===== src/rtl/jcond_pkg.sv =====
package jcond_pkg;

    localparam int CODE_W = 4;

    typedef enum logic [CODE_W-1:0] {
        JC_ALWAYS = 4'd0,
        JC_ZERO   = 4'd1,
        JC_NZERO  = 4'd2,
        JC_EQ     = 4'd3,
        JC_NE     = 4'd4,
        JC_LT     = 4'd5,
        JC_GT     = 4'd6,
        JC_LE     = 4'd7,
        JC_GE     = 4'd8
    } jcode_e;

    localparam logic [CODE_W-1:0] LAST_CODE = JC_GE;

    // One-hot relation recovered from the stored flags; all zero when the
    // flag pair could not have come from a compare.
    typedef struct packed {
        logic lt;
        logic eq;
        logic gt;
    } rel_t;

    typedef struct packed {
        logic take;
    } eval_state_t;

endpackage


===== src/rtl/jcond_rel_decode.sv =====
module jcond_rel_decode
    import jcond_pkg::*;
(
    input  logic flag_z,
    input  logic flag_c,
    output rel_t rel
);

    // Inverted carry: C=1 marks a borrow, so A<B.
    always_comb begin
        rel    = '0;
        rel.lt = !flag_z &&  flag_c;
        rel.eq =  flag_z && !flag_c;
        rel.gt = !flag_z && !flag_c;
    end

    always_comb begin
        if (!(flag_z && flag_c))
            a_rel_valid_r10: assert ($onehot({rel.lt, rel.eq, rel.gt}));
    end

endmodule


===== src/rtl/jcond_select.sv =====
module jcond_select
    import jcond_pkg::*;
(
    input  logic [CODE_W-1:0] code,
    input  rel_t              rel,
    output logic              take
);

    always_comb begin
        case (code)
            JC_ALWAYS:        take = 1'b1;
            JC_ZERO, JC_EQ:   take = rel.eq;
            JC_NZERO, JC_NE:  take = rel.lt | rel.gt;
            JC_LT:            take = rel.lt;
            JC_GT:            take = rel.gt;
            JC_LE:            take = rel.lt | rel.eq;
            JC_GE:            take = rel.gt | rel.eq;
            default:          take = 1'b0;
        endcase
    end

endmodule


===== src/rtl/jcond_eval.sv =====
module jcond_eval
    import jcond_pkg::*;
(
    input  logic              clk,
    input  logic              rst_n,
    input  logic [CODE_W-1:0] jump_code,
    input  logic              flag_z,
    input  logic              flag_c,
    output logic              take_branch
);

    rel_t        rel;
    logic        take_comb;
    eval_state_t st_d;
    eval_state_t st_q;

    jcond_rel_decode u_decode (
        .flag_z (flag_z),
        .flag_c (flag_c),
        .rel    (rel)
    );

    jcond_select u_select (
        .code (jump_code),
        .rel  (rel),
        .take (take_comb)
    );

    always_comb begin
        st_d      = st_q;
        st_d.take = take_comb;
    end

    always_ff @(posedge clk) begin
        if (!rst_n) st_q <= '0;
        else        st_q <= st_d;
    end

    assign take_branch = st_q.take;

    p_always_r3: assert property (@(posedge clk) disable iff (!rst_n)
        jump_code == JC_ALWAYS |=> take_branch);

    p_bad_flags_r10: assert property (@(posedge clk) disable iff (!rst_n)
        (flag_z && flag_c && jump_code != JC_ALWAYS) |=> !take_branch);

    p_unassigned_r11: assert property (@(posedge clk) disable iff (!rst_n)
        (jump_code > LAST_CODE) |=> !take_branch);

    p_less_r6: assert property (@(posedge clk) disable iff (!rst_n)
        (jump_code == JC_LT && !flag_z && flag_c) |=> take_branch);

    p_equal_r4: assert property (@(posedge clk) disable iff (!rst_n)
        ((jump_code == JC_EQ || jump_code == JC_ZERO) && flag_z && !flag_c)
        |=> take_branch);

    p_ge_r9: assert property (@(posedge clk) disable iff (!rst_n)
        (jump_code == JC_GE && flag_c) |=> !take_branch);

endmodule


===== config.mk =====
export PLATFORM = sky130hd
export DESIGN_NAME = jcond_eval
export DESIGN_NICKNAME = d
export VERILOG_FILES = /design/src/rtl/jcond_pkg.sv /design/src/rtl/jcond_rel_decode.sv /design/src/rtl/jcond_select.sv /design/src/rtl/jcond_eval.sv
export SDC_FILE = /design/constraint.sdc
export NUM_CORES = 1
export LEC_CHECK = 0
export BUFFER_PORTS_ARGS = -buffer_cell sky130_fd_sc_hd__buf_2
export CAP_MARGIN = 20
export CORE_AREA = 2 2 39 41
export CTS_CLUSTER_SIZE = 8
export DETAILED_ROUTE_END_ITERATION = 8
export DIE_AREA = 0 0 41 43
export PLACE_DENSITY = 0.38
export SYNTH_ARGS = -nofsm -noshare
export SYNTH_HDL_FRONTEND = slang
export SYNTH_HIERARCHICAL = 1
export SYNTH_SLANG_ARGS = --single-unit
export TNS_END_PERCENT = 5

===== constraint.sdc =====
create_clock -name clk -period 1.75 [get_ports clk]
set_input_delay 0.0875 -clock clk [delete_from_list [all_inputs] [get_ports clk]]
set_output_delay 0.0875 -clock clk [all_outputs]
set_load 0.03 [all_outputs]

==> results by group <==
Critical path
  – Req. time, crit path: 1690 ps
  – Worst setup startpoint: flag_z
  – Crit path max fanout: 3
  – Crit path DAT: 970 ps
  – Startpoint types: input port
  – Crit path kind: in2reg
  – Endpoint class of the critical path: flip-flop

Synth
  – Number of synthesized register bits: 1
  – Yosys warnings: 6
  – Post-Syn Nets: 24
  – Distinct cell type count of the synthesized netlist: 12
  – Seq/Total Area, Yosys: 19.0%
  – Syn Inst Count: 16
  – Mean Syn Cell Area: 6.57 um^2
  – Mapped cell area: 105 um^2

Cells and area
  – Layout fillers: 167
  – Nets: 34
  – Fin cells: 40
  – Max FFs per register: 1
  – Layout cells sized above 1: 37.5%
  – Area of the multi-input gates: roughly 81 um^2
  – Most frequent cells in the layout: 8 x buf_2, 4 x nor2_1, 2 x o21ai_0
  – Register area: 20.0 um^2
  – Most common cell after layout, fill and taps aside: buf_2
  – Area Overhead vs Synth: 57.1%
  – Antenna Diode Count: 0

Floorplan
  – Num rows: 14
  – Die height: roughly 43 um
  – Chip Width: 41 um
  – Core ar.: roughly 0.0014 mm^2
  – Die area: 0.00176 mm^2
  – Initial core utilization: approximately 7.6%
  – IO Pins: 9

Timing
  – Worst Max-Slew Pin Slew: around 270 ps
  – Crit path time final: 1030 ps
  – Post-Route Setup TNS: 0 ps
  – Fin. Hold Viols: 0
  – Unrepaired setup endpoints after global routing: false
  – Fmax: about 1000 MHz
  – Period Utilization, post-route: 58.6%
  – Max-slew violations: 0
  – Rel. slew slack: 82.2%
  – Final setup fails: 0

GRT
  – First-pass GRT wire length: 476 um
  – GRT overflow: 0
  – Vias in the first global route: 137
  – Busiest grt layer: met2
  – Met1 Usage GRT: under 10%
  – Met2 GRT Util: approximately 6.6%
  – Global routing usage on met3: 0%
  – Initial antenna violation count: 0
  – Aggregate global-route resource usage: 3.50%
  – Largest net degree at the start of global routing: 5

Routing
  – First DRT Iteration DRCs: 2
  – Post-Route WL: ~260 um
  – Vias per std cell: about 3.3
  – Routed len/inst: 6.38 um
  – DRC: 0
  – First drt pass iteration count: 4
  – Vias: 132
  – Remaining antenna violation count: 0

Power
  – PwrDens: between 300 and 400 mW/mm^2
  – Lkg Pwr: 0.0813 nW
  – Sw Ratio: 27.2%
  – Psw: 0.0146 mW
  – Clock Power Share: 0%
  – Sequential power share: a little under half
  – Internal power: 0.0391 mW
  – VDD IR max: 61.7 uV
  – Comb pwr share: 53.1%
  – Pwr Total: 0.0537 mW

Worst hold path
  – Worst hold path startpoint: rst_n
  – WHS Path Cells: 2
  – Hold Path Class: in2reg

Run
  – Max_cap viols: 0

Placed design
  – Placed cells: 40
  – GP Congestion: 0.551
  – Port bufs: 8

CTS
  – Post-CTS Hold Buffers: 0
  – Worst-path clk slew: 0 ps
  – PostCTS Resize Cnt: 0
  – Post-CTS Setup Inserts: 0

Run status
  – Status: completed
metal layers:
| metal | share of wire [%] | up-vias |
|---|---|---|
| li1 | - | 72 |
| met1 | 37 | 55 |
| met2 | 49 | 5 |
| met3 | 13 | 0 |
| met4 | 0 | 0 |
| met5 | 0 | - |
cells in the mapped netlist:
cell type,instances,area share (%)
a222oi_1,1,9.5
dfxtp_1,1,19
nor2b_1,1,6.0
and3b_1,1,8.3
a31oi_1,1,6.0
nand2b_1,1,6.0
o21ai_0,2,9.5
nand2_1,1,3.6
nor2_1,4,14
and2b_2,1,8.3
inv_1,1,3.6
and2_1,1,6.0
power by group through the flow:
stage | Combinational (mW) | Sequential, mW | Clock (mW)
2_1_floorplan | 0.0121 | 0.0285 | 0
4_1_cts | 0.0289 | 0.0251 | 0
3_5_place_dp | 0.0287 | 0.0251 | 0
5_1_grt | 0.0333 | 0.0254 | 0
3_3_place_gp | 0.0288 | 0.0251 | 0
6_report | 0.0285 | 0.0252 | 0
cell families (layout without fill, tap and decap cells):
group | count (synthesis) | count (layout) | synth area share [%]
DFF | 1 | 1 | 19.0
and+or+nand+nor | 10 | 10 | 52.4
AOI/OAI and AO/OA | 4 | 4 | 25.0
buffers and inverters | 1 | 9 | 3.57
final timing paths:
path                       to  slack (ps)
setup / recovery  take_branch         720
hold / removal    take_branch         300
metrics by stage:
stage	setup WS (ps)	cell area (um^2)	hold slack (ps)	utilization (%)
after floorplan	869	105	215	-
after global placement	727	165	305	11.9
after detailed placement	724	165	298	11.9
after CTS	731	165	299	11.9
after global routing	625	165	316	11.9
final	725	165	296	11.9
worst max-delay path, stage by stage:
cell and delay (ps):
buf_2 110, and2b_2 200, and3b_1 150, a31oi_1 40, a222oi_1 220, and2_1 160
layout make-up:
type / count / area share, %
inverters: 1 / 2.27
repair buffers: 8 / 24.2
flip-flops and latches: 1 / 12.1
multi-input cells: 14 / 49.2
well taps: 16 / 12.1
(Power assumes the default switching activity.)
